<file path="src/rtl/i2c_arb_pkg.sv">
package i2c_arb_pkg;

  typedef enum logic [1:0] {
    ST_IDLE = 2'd0,
    ST_WAIT = 2'd1,
    ST_MST  = 2'd2
  } ctl_st_e;

  localparam logic [7:0] CODE_NONE   = 8'hF8;
  localparam logic [7:0] CODE_START  = 8'h08;
  localparam logic [7:0] CODE_RSTART = 8'h10;
  localparam logic [7:0] CODE_BUSERR = 8'h00;

  function automatic logic [7:0] lost_code(input logic [1:0] kind);
    case (kind)
      2'd0:    return 8'h38;
      2'd1:    return 8'h68;
      2'd2:    return 8'h78;
      default: return 8'hB0;
    endcase
  endfunction

endpackage

</file>
<file path="src/rtl/i2c_line_mon.sv">
module i2c_line_mon #(
  parameter int SYNC_STAGES = 2
) (
  input  logic clk,
  input  logic rst_n,
  input  logic sda_i,
  input  logic scl_i,
  input  logic own_start,
  input  logic clr_busy,
  output logic sda_s,
  output logic scl_s,
  output logic scl_p,
  output logic scl_rise,
  output logic start_det,
  output logic stop_det,
  output logic busy
);
  logic [SYNC_STAGES-1:0] sda_sh, scl_sh;
  logic sda_p;

  always_ff @(posedge clk or negedge rst_n) begin
    if (!rst_n) begin
      sda_sh <= '1;
      scl_sh <= '1;
      sda_p  <= 1'b1;
      scl_p  <= 1'b1;
    end else begin
      sda_sh <= {sda_sh[SYNC_STAGES-2:0], sda_i};
      scl_sh <= {scl_sh[SYNC_STAGES-2:0], scl_i};
      sda_p  <= sda_s;
      scl_p  <= scl_s;
    end
  end

  assign sda_s     = sda_sh[SYNC_STAGES-1];
  assign scl_s     = scl_sh[SYNC_STAGES-1];
  assign scl_rise  = scl_s & ~scl_p;
  assign start_det = scl_s & scl_p & sda_p & ~sda_s;
  assign stop_det  = scl_s & scl_p & ~sda_p & sda_s;

  always_ff @(posedge clk or negedge rst_n) begin
    if (!rst_n)                     busy <= 1'b0;
    else if (start_det || own_start) busy <= 1'b1;
    else if (stop_det || clr_busy)   busy <= 1'b0;
  end
endmodule

</file>
<file path="src/rtl/i2c_force_timer.sv">
module i2c_force_timer #(
  parameter int CNT_W = 16
) (
  input  logic             clk,
  input  logic             rst_n,
  input  logic             en,
  input  logic             scl_s,
  input  logic             scl_p,
  input  logic [CNT_W-1:0] limit,
  output logic             hit
);
  logic [CNT_W-1:0] cnt;
  logic             idle;

  function automatic logic expired(input logic [CNT_W-1:0] c,
                                   input logic [CNT_W-1:0] lim);
    return c >= lim;
  endfunction

  assign idle = scl_s & scl_p;

  always_ff @(posedge clk or negedge rst_n) begin
    if (!rst_n)               cnt <= '0;
    else if (!en || !idle)    cnt <= '0;
    else if (cnt != {CNT_W{1'b1}}) cnt <= cnt + 1'b1;
  end

  assign hit = en & idle & expired(cnt, limit);
endmodule

</file>
<file path="src/rtl/i2c_start_ctl.sv">
module i2c_start_ctl
  import i2c_arb_pkg::*;
(
  input  logic       clk,
  input  logic       rst_n,
  input  logic       sta_i,
  input  logic       sto_set_i,
  input  logic       si_clr_i,
  input  logic       rs_own_i,
  input  logic       slv_addr_i,
  input  logic [1:0] lost_kind_i,
  input  logic       sda_drive_i,
  input  logic       sda_s,
  input  logic       scl_rise,
  input  logic       start_det,
  input  logic       stop_det,
  input  logic       busy,
  input  logic       force_hit,
  output logic       own_start,
  output logic       clr_busy,
  output logic       arb_lost,
  output logic       bus_err,
  output logic       waiting,
  output logic       master,
  output logic [7:0] status,
  output logic       si,
  output logic       sto
);
  ctl_st_e    st, st_n;
  logic [7:0] code_n;
  logic       si_n, sto_n, go;

  always_comb begin
    st_n      = st;
    code_n    = status;
    si_n      = si;
    sto_n     = sto | sto_set_i;
    own_start = 1'b0;
    clr_busy  = 1'b0;
    arb_lost  = 1'b0;
    bus_err   = 1'b0;
    go        = 1'b0;
    if (si_clr_i) begin
      si_n   = 1'b0;
      code_n = CODE_NONE;
    end
    case (st)
      ST_IDLE: begin
        if (slv_addr_i && (start_det || stop_det)) bus_err = 1'b1;
        else if (sta_i && !busy)                   go = 1'b1;
        else if (sta_i)                            st_n = ST_WAIT;
      end
      ST_WAIT: begin
        if (!sta_i)                  st_n = ST_IDLE;
        else if (force_hit || !busy) go = 1'b1;
      end
      ST_MST: begin
        if (sto) begin
          clr_busy = 1'b1;
          sto_n    = 1'b0;
          st_n     = ST_IDLE;
        end else if (stop_det) begin
          bus_err = 1'b1;
        end else if (start_det) begin
          if (rs_own_i) begin
            code_n = CODE_RSTART;
            si_n   = 1'b1;
          end else begin
            st_n = sta_i ? ST_WAIT : ST_IDLE;
          end
        end else if (scl_rise && sda_drive_i && !sda_s) begin
          arb_lost = 1'b1;
          code_n   = lost_code(lost_kind_i);
          si_n     = 1'b1;
          st_n     = sta_i ? ST_WAIT : ST_IDLE;
        end
      end
      default: st_n = ST_IDLE;
    endcase
    if (go) begin
      own_start = 1'b1;
      st_n      = ST_MST;
      code_n    = CODE_START;
      si_n      = 1'b1;
    end
    if (bus_err) begin
      st_n   = ST_IDLE;
      code_n = CODE_BUSERR;
      si_n   = 1'b1;
      sto_n  = 1'b0;
    end
  end

  always_ff @(posedge clk or negedge rst_n) begin
    if (!rst_n) begin
      st     <= ST_IDLE;
      status <= CODE_NONE;
      si     <= 1'b0;
      sto    <= 1'b0;
    end else begin
      st     <= st_n;
      status <= code_n;
      si     <= si_n;
      sto    <= sto_n;
    end
  end

  assign waiting = (st == ST_WAIT);
  assign master  = (st == ST_MST);
endmodule

</file>
<file path="src/rtl/i2c_arb_recover.sv">
module i2c_arb_recover #(
  parameter int SYNC_STAGES = 2,
  parameter int CNT_W       = 16
) (
  input  logic             clk,
  input  logic             rst_n,
  input  logic             scl_i,
  input  logic             sda_i,
  input  logic             sda_drive_i,
  input  logic             sta_i,
  input  logic             sto_set_i,
  input  logic             si_clr_i,
  input  logic             rs_own_i,
  input  logic             slv_addr_i,
  input  logic [1:0]       lost_kind_i,
  input  logic [CNT_W-1:0] idle_limit_i,
  output logic [7:0]       status_o,
  output logic             si_o,
  output logic             sto_o,
  output logic             master_o,
  output logic             busy_o
);
  logic sda_s, scl_s, scl_p, scl_rise;
  logic start_det, stop_det;
  logic own_start, clr_busy, arb_lost, bus_err;
  logic waiting, force_hit, force_en;

  i2c_line_mon #(.SYNC_STAGES(SYNC_STAGES)) u_line (
    .clk(clk), .rst_n(rst_n), .sda_i(sda_i), .scl_i(scl_i),
    .own_start(own_start), .clr_busy(clr_busy),
    .sda_s(sda_s), .scl_s(scl_s), .scl_p(scl_p), .scl_rise(scl_rise),
    .start_det(start_det), .stop_det(stop_det), .busy(busy_o)
  );

  assign force_en = waiting & busy_o & sta_i;

  i2c_force_timer #(.CNT_W(CNT_W)) u_timer (
    .clk(clk), .rst_n(rst_n), .en(force_en), .scl_s(scl_s), .scl_p(scl_p),
    .limit(idle_limit_i), .hit(force_hit)
  );

  i2c_start_ctl u_ctl (
    .clk(clk), .rst_n(rst_n), .sta_i(sta_i), .sto_set_i(sto_set_i),
    .si_clr_i(si_clr_i), .rs_own_i(rs_own_i), .slv_addr_i(slv_addr_i),
    .lost_kind_i(lost_kind_i), .sda_drive_i(sda_drive_i), .sda_s(sda_s),
    .scl_rise(scl_rise), .start_det(start_det), .stop_det(stop_det),
    .busy(busy_o), .force_hit(force_hit), .own_start(own_start),
    .clr_busy(clr_busy), .arb_lost(arb_lost), .bus_err(bus_err),
    .waiting(waiting), .master(master_o), .status(status_o), .si(si_o),
    .sto(sto_o)
  );
endmodule

</file>
<file path="config.mk">
export PLATFORM = sky130hd
export DESIGN_NAME = i2c_arb_recover
export DESIGN_NICKNAME = d
export VERILOG_FILES = /design/src/rtl/i2c_arb_pkg.sv /design/src/rtl/i2c_line_mon.sv /design/src/rtl/i2c_force_timer.sv /design/src/rtl/i2c_start_ctl.sv /design/src/rtl/i2c_arb_recover.sv
export SDC_FILE = /design/constraint.sdc
export NUM_CORES = 1
export LEC_CHECK = 0
export BUFFER_PORTS_ARGS = -buffer_cell sky130_fd_sc_hd__buf_2
export CAP_MARGIN = 20
export CORE_UTILIZATION = 50
export DETAILED_ROUTE_END_ITERATION = 8
export PLACE_DENSITY_LB_ADDON = 0.12
export SLEW_MARGIN = 15
export SYNTH_ARGS = -nofsm -noshare
export SYNTH_HDL_FRONTEND = slang
export SYNTH_SLANG_ARGS = --single-unit
</file>
<file path="constraint.sdc">
create_clock -name clk -period 2.2 [get_ports clk]
set_input_delay 0.44 -clock clk [delete_from_list [all_inputs] [get_ports clk]]
set_output_delay 0.44 -clock clk [all_outputs]
set_load 0.02 [all_outputs]
</file>
* Word level (Yosys, flattened, before mapping)
Cells that the tools add are included.
Storage, ports and cells: output and inout port bits 12, bits in latches 0, register bits after elaboration 35, ROM bits 0, memory bits (writable) 0, memories kept 0
Operators by class: equality and inequality tests 12, reductions and logical operators 18, bitwise gates (word level) 14, $mul 0, magnitude comparators 1, muxes and demuxes 51, add/subtract/negate cells 1, shift-type cells 0, div/mod/pow operators 0
Operators with widths (number):
- 8-bit 2-to-1 mux | 9
- 16-bit 2-to-1 mux | 2
- 1-bit 2-to-1 mux | 25
- 8-bit case mux with 3 select lines | 1
- 2-bit 2-to-1 mux | 11
- 16-bit by 1-bit adder with 16-bit output (second input constant) | 1
- 16-bit >= comparator | 1
- 16-bit != test (second input constant) | 1
- 4-bit by 3-bit != test with 1-bit output (second input constant) | 4
- 1-bit AND | 10
- 7-bit AND reduction | 1
- 6-bit by 1-bit != test with 1-bit output (second input constant) | 1
- 6-bit != test (second input constant) | 1
- 2-bit case mux with 3 select lines | 1
- 1-bit logical OR | 5
- 5-bit != test (second input constant) | 1
- 2-bit by 1-bit == test with 1-bit output (second input constant) | 2
- 2-bit == test (second input constant) | 2
- 1-bit logical AND | 4
- 1-bit zero test | 4
- 2-bit zero test | 2
- 1-bit case mux with 2 select lines | 2
- 2-bit nonzero test | 2
- 1-bit NOT | 3
- 1-bit bitwise OR | 1

* Longest topological paths before layout
Gate-level depths: netlist (run 1).
depth in word-level cells 12, mapped depth 7, depth with buffers taken out 7

* Modules after synthesis
From an unflattened synthesis (run 1), not the netlist that was laid out.
Unflattened totals: cells, all modules 245, area, all modules 2263.4 um2
By module, submodules not included:
- i2c_force_timer | cells each 159, times used 1, seq. area each 400.4 um2, area an instance 1320.0 um2
- i2c_start_ctl | cells each 69, times used 1, seq. area each 306.5 um2, area an instance 700.7 um2
- i2c_line_mon | cells each 16, times used 1, seq. area each 182.7 um2, area an instance 236.5 um2
- i2c_arb_recover | cells each 1, times used 1, seq. area each 0.0 um2, area an instance 6.3 um2

* Worst setup path before layout (run 1)
OpenSTA, ideal clock, no wires.
path kind in2reg, start point input idle_limit_i[15], end point register u_ctl.status[5], path buffers 0, stages 7, setup slack 169 ps, required time 2108 ps, data arrival time 1940 ps, path through inv_1 -> ha_1 -> nand4_1 -> nor3_1 -> or4b_4 -> a31oi_1 -> o21ai_0
Between the ends: cells in the longest elaborated chain, start to end 8
Ends and longest elaborated chain:
- from (decl) | RTL line i2c_arb_recover.sv:16 | input logic [CNT_W-1:0] idle_limit_i,
- 16-bit >= comparator | RTL line i2c_force_timer.sv:17 | return c >= lim;
- 1-bit AND | RTL line i2c_force_timer.sv:28 | assign hit = en & idle & expired(cnt, limit);
- 1-bit logical OR | RTL line i2c_start_ctl.sv:55 | else if (force_hit || !busy) go = 1'b1;
- 1-bit 2-to-1 mux | RTL line i2c_start_ctl.sv:55
- 1-bit 2-to-1 mux | RTL line i2c_start_ctl.sv:54 | if (!sta_i) st_n = ST_IDLE;
- 1-bit case mux with 2 select lines | RTL line i2c_start_ctl.sv:47 | case (st)
- 8-bit 2-to-1 mux | RTL line i2c_start_ctl.sv:80 | if (go) begin
- 8-bit 2-to-1 mux | RTL line i2c_start_ctl.sv:86 | if (bus_err) begin
- named net u_ctl.code_n[5] | RTL line i2c_start_ctl.sv:30 | logic [7:0] code_n;
- to (signal assigned) | RTL line i2c_start_ctl.sv:102 | status <= code_n;
- to (decl) | RTL line i2c_start_ctl.sv:25 | output logic [7:0] status,
The timed path passes the listed nets, and every way through them passes these cells. A chain may end at the register's enable or synchronous reset.

* Worst setup path in the final report (run 1)
start point register u_timer.cnt[8], end point register u_line.busy
Between the ends: cells in the longest elaborated chain, start to end 9
Ends and longest elaborated chain:
- from (decl) | RTL line i2c_force_timer.sv:12 | logic [CNT_W-1:0] cnt;
- from (signal assigned) | RTL line i2c_force_timer.sv:25 | else if (cnt != {CNT_W{1'b1}}) cnt <= cnt + 1'b1;
- 16-bit >= comparator * | RTL line i2c_force_timer.sv:17
- 1-bit AND * | RTL line i2c_force_timer.sv:28
- 1-bit logical OR * | RTL line i2c_start_ctl.sv:55
- 1-bit 2-to-1 mux * | RTL line i2c_start_ctl.sv:55
- 1-bit 2-to-1 mux * | RTL line i2c_start_ctl.sv:54
- 1-bit case mux with 2 select lines * | RTL line i2c_start_ctl.sv:47
- 1-bit 2-to-1 mux * | RTL line i2c_start_ctl.sv:80
- 1-bit logical OR * | RTL line i2c_line_mon.sv:43 | else if (start_det || own_start) busy <= 1'b1;
- 1-bit 2-to-1 mux or 2-bit nonzero test (tied branches)
- to (signal assigned) | RTL line i2c_line_mon.sv:42 | if (!rst_n) busy <= 1'b0;
- to (signal assigned) | RTL line i2c_line_mon.sv:43
- to (signal assigned) | RTL line i2c_line_mon.sv:44 | else if (stop_det || clr_busy) busy <= 1'b0;
- to (decl) | RTL line i2c_line_mon.sv:16 | output logic busy
Every way passes the cells marked *; elsewhere a longest branch is shown, timed or not.

==> impl_results.md, run 1 <==
* WL final at 4657 um
* Sinks on Clock Net at 35
* Final hold slack at 0.2238 ns
* Setup WS pre-CTS at -0.1095 ns
* Final setup fails at 0
* Post-synthesis sequential area ratio at 40.08%
* Synth Flop Type: dfrtp_1
* Sw Ratio at 31.53%
* Final max-slew violation count at 0
* Number of diodes at 0
* CP endpoint kind: flop
* Root Driver: clkbuf_8
* Max_cap viols at 0
* Largest net degree at the start of global routing at 36
* Fin nets at 340
* Clock group share of total power at 28.8%
* Via density at 5.419
* Dpl cells at 332
* Final non-filler cell total at 344
* Avg Synthesized Cell Area at 9.486 um^2
* Dpl hpwl at 3453 um
* CTS buffer count at 5
* Fmax at 477.0 MHz
* Final hold viol count at 0
* IO Count at 40
* Critical Path RT at 2.41 ns
* Worst Setup Start Kind: flop
* Top cells by area, synth: dfrtp_1 27%, dfstp_2 13%, ha_1 11%, nor2_1 4.7%, inv_1 3.7%
* Top-count cell post-synth: nor2_1
* Seq pwr share at 46.1%
* Synthesized cell area at 0.002220 mm^2
* Cell Rows at 23
* NetSw at 0.5608 mW
* Crit path DAT at 2.31 ns
* Via count at 1864
* Top cell type by total area after synthesis: dfrtp_1
* Worst Setup Slack, final at 0.1037 ns
* Initial antenna violation count at 0
* CP Max Fanout at 8
* Setup Skew at 0.008173 ns
* Core Box Area at 0.004144 mm^2
* First-pass GRT wire length at 7838 um
* CTS tree: yes
* Total grt overflow at 0
* Power per cell area at 656.7 mW/mm^2
* Status: completed
* Peak VDD IR at 487.9 uV
* Yosys reg bits at 35
* Clk_lat worst skew at 0.29 ns
* Layout area overhead at 22.04%
* Synthesis Warnings at 0
* Crit-path slowest cell: or4b_4
* Routed len/inst at 13.54 um
* Final antenna-violating net count at 0
* Initial DRC count at 70
* Area share of the leading cell type in the synthesized netlist at 27.06%
* H-tree levels at 2
* Post-Syn Instances at 234
* Vias in the first global route at 1699
* Die ar. at 0.004709 mm^2
* Total power at 1.779 mW
* Tmin final at 2.096 ns
* GRT Overall Usage at 22.88%
* Layout cells sized above 1 at 31.63%
* Critical Path Max Stage Delay at 0.51 ns
* Synth cell count leaders: 28 x nor2_1, 24 x dfrtp_1, 22 x inv_1, 19 x ha_1, 13 x nand2_1
* P_leak at 1.225 nW
* Hold buffer count at CTS at 0
* Port Buffer Count at 39
* Critical path, cell by cell: ha_1 -> nand4_1 -> nor3_1 -> or4b_4 -> a31oi_4 -> o21bai_1
* Routability cong. at 0.9076
* Drt pass-1 iters at 4
* Chip height at 68.63 um
* Hold Path Class: in -> async
* Library cells used by synthesis at 53
* Worst Tran Pin Value at 0.7774 ns
* WS Path Type: reg -> reg
* DRC at 0
* Die X at 68.63 um
* Syn Nets at 281
* Clock transition at the registers of the reported paths at 0.07 ns
* Worst slew margin at 48.17%
* Ys async rst share at 100.0%
* Int Pwr at 1.218 mW
* Fin crit share at 95.29%
* Initial Util at 53.56%
* Comb power frac at 25.0%
* Max clock buf depth at 2
* Post-synth EDFFs at 0
routing by layer:
layer	track usage, %	vias to the layer above	routed length (um)
met5	0	-	0
met4	5.469	0	50
met3	6.908	7	178
met2	34.56	30	1973
met1	31.82	869	2455
li1	-	958	-
cell usage in the layout (no fill, tap or decap), types with 7 or more instances in the layout:
| cell | count |
|---|---|
| nor3_1 | 10 |
| clkbuf_8 | 7 |
| a21oi_1 | 10 |
| ha_1 | 18 |
| buf_2 | 39 |
| o21ai_0 | 8 |
| nor2_1 | 28 |
| nand2_1 | 13 |
| dfstp_2 | 11 |
| nand3_1 | 7 |
| nand4_1 | 7 |
| buf_4 | 18 |
| inv_1 | 22 |
| dfrtp_1 | 24 |
| xnor2_1 | 9 |
power groups by stage:
stage | clock (mW) | combinational (mW) | sequential (mW)
2_1_floorplan | 0 | 0.224 | 0.892
3_3_place_gp | 0 | 0.437 | 0.827
3_5_place_dp | 0 | 0.442 | 0.831
4_1_cts | 0.529 | 0.444 | 0.820
5_1_grt | 0.556 | 0.503 | 0.838
6_report | 0.513 | 0.445 | 0.820
registers in the layout, indices dropped and copies added (netlist names):
name           flops
u_ctl.si           1
u_ctl.st           2
u_ctl.status       8
u_ctl.sto          1
u_line.busy        1
u_line.scl_p       1
u_line.scl_sh      2
u_line.sda_p       1
u_line.sda_sh      2
u_timer.cnt       16
metrics by stage:
step	area (um^2)	util, %	setup TNS [ns]
after floorplan	2220	-	0
after global routing	2709	65.37	-0.04062
after global placement	2554	61.62	-0.5227
after CTS	2654	64.04	0
final	2709	65.37	0
after detailed placement	2554	61.62	-0.5512
worst paths after layout:
| check | startpoint | endpoint | slack, ns | cells past startpoint |
|---|---|---|---|---|
| hold reg to reg | u_line.sda_sh[0] | u_line.sda_sh[1] | 0.36 | 0 |
| max in group asynchronous | rst_n | u_timer.cnt[0] | 1.48 | 1 |
| setup / recovery | u_timer.cnt[8] | u_line.busy | 0.10 | 6 |
| setup reg to reg | u_timer.cnt[8] | u_line.busy | 0.10 | 6 |
| min in group clk | sda_i | u_line.sda_sh[0] | 0.25 | 1 |
| hold / removal | rst_n | u_timer.cnt[13] | 0.22 | 1 |
layout make-up:
type                    instances  area, um^2
fillers                       353        1435
flip-flops and latches         35       889.6
repair buffers                 57       330.3
well taps                      50       62.56
clock buffers                   8       100.1
multi-input cells             172        1244
inverters                      22       82.58
what timing repair did:
action | CTS | global route
setup buffers | 0 | 4
endpoints found under the hold margin | 0 | 0
setup endpoints to repair | 0 | 9
resized for setup | 0 | 4
cells by family after synthesis:
logic type	Yosys count	synth area share (%)
compound gates	41	13.59
xor+xnor	9	3.551
fa+ha+maj	19	10.71
buf+inv	27	5.017
flops	35	40.08
mux	2	0.9020
simple gates	101	26.16
critical path: cells and delay by family, from the launching register on:
kind / cells / cell delay [ns]
compound gates: 2 / 0.47
flops: 1 / 0.42
simple gates: 3 / 0.82
fa+ha+maj: 1 / 0.30
Note: power is estimated with default switching activity, not from simulation.
==> inputs of run 2 (changes only) <==
--- a/config.mk
+++ b/config.mk
@@ -7,7 +7,9 @@
 export LEC_CHECK = 0
 export BUFFER_PORTS_ARGS = -buffer_cell sky130_fd_sc_hd__buf_2
 export CAP_MARGIN = 20
-export CORE_UTILIZATION = 50
+export CELL_PAD_IN_SITES_DETAIL_PLACEMENT = 1
+export CELL_PAD_IN_SITES_GLOBAL_PLACEMENT = 2
+export CORE_UTILIZATION = 34
 export DETAILED_ROUTE_END_ITERATION = 8
 export PLACE_DENSITY_LB_ADDON = 0.12
 export SLEW_MARGIN = 15
==> run 2 against run 1 <==
  * Clock power is 3.9% lower
  * Flip-flop and latch count unchanged
  * Cell area grew 2.6%
  * Register-to-register slack worse by 0.06 ns
  * Largest power group unchanged
  * Via count is 3.5% higher
  * Wire length rose by 22%
  * First-iteration DRC count fell by 29%
  * Worst setup slack worse by 0.062 ns
  * Clock skew decreased by 0.00072 ns
  * Combinational power rose by 3%
  * Largest cell class unchanged
  * Global-route usage fell by 5.4 points
==> impl_results.md, run 2 (synthesis results as in run 1) <==
* Status: completed
* Die ar. at 0.006856 mm^2 (+46%)
* Initial Util at 35.16% (-18 points)
* Max clock buf depth at 2 (unchanged)
* Final max-slew violation count at 0 (unchanged)
* Layout cells sized above 1 at 33.11% (+1.5 points)
* Worst Setup Start Kind: flop
* Setup WS pre-CTS at -0.1295 ns (-0.01999 ns)
* Number of diodes at 0 (unchanged)
* Fin crit share at 98.12% (+2.8 points)
* RSZ-0062 raised after global routing: yes
* P_leak at 1.229 nW (+0.31%)
* Largest Register: u_timer.cnt
* Root Driver: clkbuf_8
* Commonest cells after routing, fill and taps aside: 39 x buf_2, 28 x nor2_1, 24 x dfrtp_1, 22 x inv_1, 20 x buf_4
* Total grt overflow at 0 (unchanged)
* GRT Overall Usage at 17.50% (-5.4 points)
* Worst Tran Pin Value at 0.8094 ns (+0.03198 ns)
* Fin nets at 342 (+0.59%)
* Final setup fails at 0 (unchanged)
* Layout area overhead at 25.20%
* Total power at 1.777 mW (-0.10%)
* Largest registers: u_timer.cnt (16), u_ctl.status (8)
* IO Count at 40 (unchanged)
* Vias in the first global route at 1946 (+15%)
* Via count at 1929 (+3.5%)
* DRC at 0 (unchanged)
* Util after Layout at 44.02% (-21 points)
* Critical path, cell by cell: ha_4 -> nand4_1 -> nor3_2 -> or4b_4 -> a31oi_4 -> o21bai_1
* R2R Setup Slk at 0.04 ns (-0.06 ns)
* Die X at 82.80 um (+21%)
* Fmax at 463.3 MHz (-2.9%)
* Routed len/inst at 15.22 um (+12%)
* Crit-path slowest cell: or4b_4
* Core Box Area at 0.006314 mm^2 (+52%)
* Cell Rows at 29 (+26%)
* Chip height at 82.80 um (+21%)
* Setup Skew at 0.007449 ns (-0.0007236 ns)
* Tmin final at 2.159 ns (+0.06227 ns)
* Worst path depth at 6 (unchanged)
* CTS buffer count at 5 (unchanged)
* CP Max Fanout at 8 (unchanged)
* CTS tree: yes
* Sinks on Clock Net at 35 (unchanged)
* Drt pass-1 iters at 4 (unchanged)
* WP buf/inv at 0 (unchanged)
* Critical Path RT at 2.41 ns (about the same)
* Via density at 5.172 (-4.6%)
* Critical Path Max Stage Delay at 0.51 ns (about the same)
* Crit path DAT at 2.37 ns (+0.06 ns)
* Clk_lat worst skew at 0.29 ns (about the same)
* Power per cell area at 639.5 mW/mm^2 (-2.6%)
* Worst reg2reg path depth at 6 (unchanged)
* Dpl hpwl at 4244 um (+23%)
* Max reg flops at 16 (unchanged)
* Worst Setup Slack, final at 0.04143 ns (-0.06227 ns)
* Clock transition at the registers of the reported paths at 0.08 ns (about the same)
* Port Buffer Count at 39 (unchanged)
* Largest net degree at the start of global routing at 36 (unchanged)
* CP endpoint kind: flop
* Most common cell after layout, fill and taps aside: buf_2
* Worst slew margin at 46.04% (-2.1 points)
* Initial antenna violation count at 0 (unchanged)
* WL final at 5678 um (+22%)
* Final hold viol count at 0 (unchanged)
* H-tree levels at 2 (unchanged)
* Routability cong. at 0.8267 (-8.9%)
* Crit path max-delay family: simple AND/OR/NAND/NOR gates
* First-pass GRT wire length at 9632 um (+23%)
* Peak VDD IR at 361.5 uV (-26%)
* Hold Path Class: in -> async
* WS Path Type: reg -> reg
* Final antenna-violating net count at 0 (unchanged)
* Initial DRC count at 50 (-29%)
* FILL cells at 756 (+110%)
* Max_cap viols at 0 (unchanged)
-- run 2: changes by cell type in the layout (fill, tap and decap cells not counted), sizes merged --
cell | previous run | this run
buf | 57 | 59
clkbuf | 8 | 7
clkinv | 0 | 1
-- run 2: final cells by class --
class / instances / area, um^2 / area share (%)
multi-input cells: 172 / 1274 / 45.84
inverters: 22 / 82.58 / 2.972
repair buffers: 59 / 345.3 / 12.43
flip-flops and latches: 35 / 889.6 / 32.01
well taps: 77 / 96.34 / 3.467
clock inverters: 1 / 5.005 / 0.1801
clock buffers: 7 / 86.33 / 3.107
-- run 2: routing by layer --
layer	global-route usage [%]	up-vias	wire length [um]
met5	0	-	0
met4	5.643	0	29
met3	2.684	2	207
met2	26.45	40	2489
met1	25.59	934	2951
li1	-	953	-
-- run 2: worst paths after layout --
kind | start | end
worst max-delay path | u_timer.cnt[10] | u_line.busy
worst min-delay path | rst_n | u_ctl.status[1]
worst max register to register | u_timer.cnt[10] | u_line.busy
worst min register to register | u_line.scl_sh[0] | u_line.scl_sh[1]
max in group asynchronous | rst_n | u_timer.cnt[15]
min in group clk | sda_i | u_line.sda_sh[0]
-- run 2: where the power goes --
group	internal (mW)	leakage [nW]	switching, mW
Sequential	0.748	0.444	0.0766
Combinational	0.186	0.737	0.273
Clock	0.253	0.0482	0.240
Total	1.19	1.23	0.589
-- run 2: what timing repair did --
action | CTS | global route
setup buffers | 0 | 4
hold buffers | 0 | 0
endpoints found under the setup margin | 0 | 12
resized for setup | 0 | 7
-- run 2: worst register-to-register path, cell delays in order (launching register included) --
cell and delay, ns:
dfrtp_1 0.43, ha_4 0.29, nand4_1 0.18, nor3_2 0.21, or4b_4 0.51, a31oi_4 0.30
o21bai_1 0.16
-- run 2: stage by stage --
stage | TNS, ns | instance area (um^2) | hold slack, ns | instances
finish | 0 | 2779 | 0.2424 | 373
global route | -0.2652 | 2779 | 0.2303 | 373
CTS | 0 | 2694 | 0.2357 | 369
detailed placement | -1.199 | 2603 | 0.3468 | 361
global placement | -0.6612 | 2603 | 0.3496 | 361
floorplan | 0 | 2220 | 0.1444 | 234
==> inputs of run 3 (changes only) <==
--- a/config.mk
+++ b/config.mk
@@ -9,10 +9,12 @@
 export CAP_MARGIN = 20
 export CELL_PAD_IN_SITES_DETAIL_PLACEMENT = 1
 export CELL_PAD_IN_SITES_GLOBAL_PLACEMENT = 2
+export CORE_MARGIN = 2
 export CORE_UTILIZATION = 34
 export DETAILED_ROUTE_END_ITERATION = 8
 export PLACE_DENSITY_LB_ADDON = 0.12
 export SLEW_MARGIN = 15
 export SYNTH_ARGS = -nofsm -noshare
 export SYNTH_HDL_FRONTEND = slang
+export SYNTH_HIERARCHICAL = 1
 export SYNTH_SLANG_ARGS = --single-unit
==> constraint.sdc (replaced) <==
create_clock -name clk -period 2.1 [get_ports clk]
set_input_delay 0.42 -clock clk [delete_from_list [all_inputs] [get_ports clk]]
set_output_delay 0.42 -clock clk [all_outputs]
set_load 0.02 [all_outputs]
==> run 3 against run 2 <==
  * The run now ends with setup timing left
  * Combinational power increased by 60%
  * Critical path depth increased by 4
  * Worst setup slack got worse by 0.44 ns
==> impl_results.md, run 3 <==
* Status: finished, violations left
* Violated checks: setup timing
* Number of diodes at 0 (unchanged)
* WS Path Type: reg -> reg
* CP Max Fanout at 2 (-6)
* Mux cell area share after synthesis at 1.824% (+0.92 points)
* Final setup fails at 12 (+12)
* Total power at 2.227 mW (+25%)
* WL final at 6360 um (+12%)
* Final hold viol count at 0 (unchanged)
* Placed instance area at 0.002780 mm^2 (+6.8%)
* GRT Overall Usage at 18.67% (+1.2 points)
* Layout area overhead at 39.03%
* Largest Register: u_timer/cnt
* Top-count cell post-synth: dfrtp_1
* Initial antenna violation count at 0 (unchanged)
* Worst Tran Pin Value at 0.7972 ns (-0.01215 ns)
* Max_cap viols at 0 (unchanged)
* Post-Synth XOR/XNOR Area at 0% (-3.6 points)
* Worst Setup Slack, final at -0.3948 ns (-0.4363 ns)
* R2R Path Start: u_timer/cnt[0]
* Simple-Gate Fraction of Synth Area at 26.20% (+0.047 points)
* Fmax at 400.8 MHz (-13%)
* Setup WS pre-CTS at -0.7849 ns (-0.6554 ns)
* Initial DRC count at 46 (-8.0%)
* Routability cong. at 0.8139 (-1.5%)
* CP endpoint kind: flop
* Setup Skew at 0.009726 ns (+0.002277 ns)
* Syn Nets at 292 (+3.9%)
* Post-synthesis sequential area ratio at 39.30% (-0.78 points)
* Library cells used by synthesis at 54 (+1.9%)
* Clk_lat worst skew at 0.29 ns (about the same)
* Hold Path Class: in -> async
* Die X at 85.59 um (+3.4%)
* Chip height at 85.59 um (+3.4%)
* Post-Syn Instances at 245 (+4.7%)
* Initial Util at 35.44% (+0.29 points)
* Critical Path RT at 2.27 ns (-0.14 ns)
* Worst Setup Start Kind: flop
* Area share of the leading cell type in the synthesized netlist at 26.53% (-0.52 points)
* Largest net degree at the start of global routing at 36 (unchanged)
* Most common cell after layout, fill and taps aside: buf_2
* Die ar. at 0.007326 mm^2 (+6.9%)
* Clock transition at the registers of the reported paths at 0.09 ns (about the same)
* Fin crit share at 118.8% (+21 points)
* Setup TNS at -3.610 ns (-3.610 ns)
* Synth Flop Type: dfrtp_1
* Combinational family with the most area after synthesis: simple AND/OR/NAND/NOR gates
* Tmin final at 2.495 ns (+0.3363 ns)
* Port Buffer Count at 39 (unchanged)
* Synthesized cell area at 0.002263 mm^2 (+2.0%)
* Final Cell Area at 0.003147 mm^2 (+13%)
* P_leak at 1.460 nW (+19%)
* Crit path DAT at 2.66 ns (+0.29 ns)
* Dpl cells at 387 (+7.2%)
* Top cell type by total area after synthesis: dfrtp_1
* Root Driver: clkbuf_8
* DRC at 0 (unchanged)
* Via count at 2139 (+11%)
* Top cells by area, synth: dfrtp_1 27%, dfstp_2 13%, ha_1 11%, nand2_1 3.8%, inv_1 3.5%
* Commonest cells after routing, fill and taps aside: 39 x buf_2, 36 x buf_4, 24 x dfrtp_1, 22 x nand2_1, 18 x inv_1
* Largest registers: u_timer/cnt (16), u_ctl/status (8)
* Avg Synthesized Cell Area at 9.238 um^2 (-2.6%)
* CTS buffer count at 5 (unchanged)
* Worst reg2reg path depth at 10 (+4)
* Worst Setup SP: u_timer/cnt[0]
* Total grt overflow at 0 (unchanged)
* Post-synthesis adder-cell area fraction at 10.50% (-0.21 points)
* Max reg flops at 16 (unchanged)
* Via density at 5.334 (+3.1%)
* Peak VDD IR at 435.1 uV (+20%)
* Yosys reg bits at 35 (unchanged)
* Dpl hpwl at 4621 um (+8.9%)
* Vias in the first global route at 2209 (+14%)
* First-pass GRT wire length at 10850 um (+13%)
* IO Count at 40 (unchanged)
* Routed len/inst at 15.86 um (+4.2%)
* Power per cell area at 707.8 mW/mm^2 (+11%)
* CTS tree: yes
* Layout cells sized above 1 at 40.74% (+7.6 points)
* Worst slew margin at 46.85% (+0.81 points)
* Max clock buf depth at 2 (unchanged)
* Final hold slack at 0.2140 ns (-0.02841 ns)
* Synthesis Warnings at 6 (+6)
* Fin nets at 370 (+8.2%)
* Final max-slew violation count at 0 (unchanged)
* Complex-gate fraction of the synthesized area at 17.41% (+3.8 points)
* H-tree levels at 2 (unchanged)
* Core Box Area at 0.006386 mm^2 (+1.1%)
* Drt pass-1 iters at 4 (unchanged)
* Final non-filler cell total at 401 (+7.5%)
* Util after Layout at 49.28% (+5.3 points)
* Synth cell count leaders: 24 x dfrtp_1, 23 x nand2_1, 21 x inv_1, 19 x ha_1, 15 x a21oi_1
* Cell Rows at 29 (unchanged)
* Post-synth EDFFs at 0 (unchanged)
* Final antenna-violating net count at 0 (unchanged)
* Ys async rst share at 100.0% (unchanged)
* Sinks on Clock Net at 35 (unchanged)
* RSZ-0062 raised after global routing: yes
## run 3: changes by cell type in the layout (fill, tap and decap cells not counted), moves of 5 or more
cell	previous run	this run
buf_4	20	36
nand4b_1	5	0
nand2_1	13	22
xnor2_1	9	0
nor2_1	28	14
o31ai_1	1	6
## run 3: logic make-up after synthesis
kind of cell	after synthesis
AOI/OAI and AO/OA	58
adders and majority gates	19
buffers and inverters	26
DFF	35
muxes	4
and+or+nand+nor	103
## run 3: power breakdown
part | switching [mW] | leakage (nW) | internal, mW
Clock | 0.281 | 0.0587 | 0.360
Sequential | 0.0545 | 0.442 | 0.798
Combinational | 0.398 | 0.960 | 0.335
## run 3: what timing repair did
| item | CTS | global route |
|---|---|---|
| hold buffers | 0 | 0 |
| gates resized for setup | 18 | 13 |
| setup buffers | 1 | 5 |
| pin swaps | 7 | 4 |
| setup endpoints to repair | 12 | 20 |
| hold endpoints to repair | 0 | 0 |
## run 3: routing by layer
metal | up-vias | part of all wire, % | global-route usage, %
li1 | 1056 | - | -
met1 | 1051 | 49 | 26.03
met2 | 27 | 48 | 30.54
met3 | 5 | 2.4 | 2.984
met4 | 0 | 0.83 | 4.329
met5 | - | 0 | 0
## run 3: final cells by class
cell class / count / area, um^2
Fill cell: 721 / 3239
Multi-Input combinational cell: 184 / 1489
Sequential cell: 35 / 889.6
Timing Repair Buffer: 76 / 476.7
Tap cell: 77 / 96.34
Inverter: 21 / 78.83
Clock buffer: 5 / 68.82
Clock inverter: 3 / 47.55
## run 3: path summary, 6_finish.rpt
path                                     to  slack [ns]
setup / recovery                   u_ctl/si       -0.39
hold / removal                     u_ctl/si        0.21
setup reg to reg                   u_ctl/si       -0.39
hold reg to reg            u_line/scl_sh[1]        0.36
max in group asynchronous   u_ctl/status[2]        1.39
min in group clk           u_line/scl_sh[0]        0.22
## run 3: worst max-delay path: stages (launching register included)
cell       delay [ns]
dfrtp_1          0.40
inv_2            0.09
ha_4             0.20
nand2b_4         0.14
a2111oi_4        0.31
or4_4            0.20
a31oi_4          0.07
nand2b_4         0.16
a32oi_4          0.21
nand3_4          0.11
or4_4            0.48
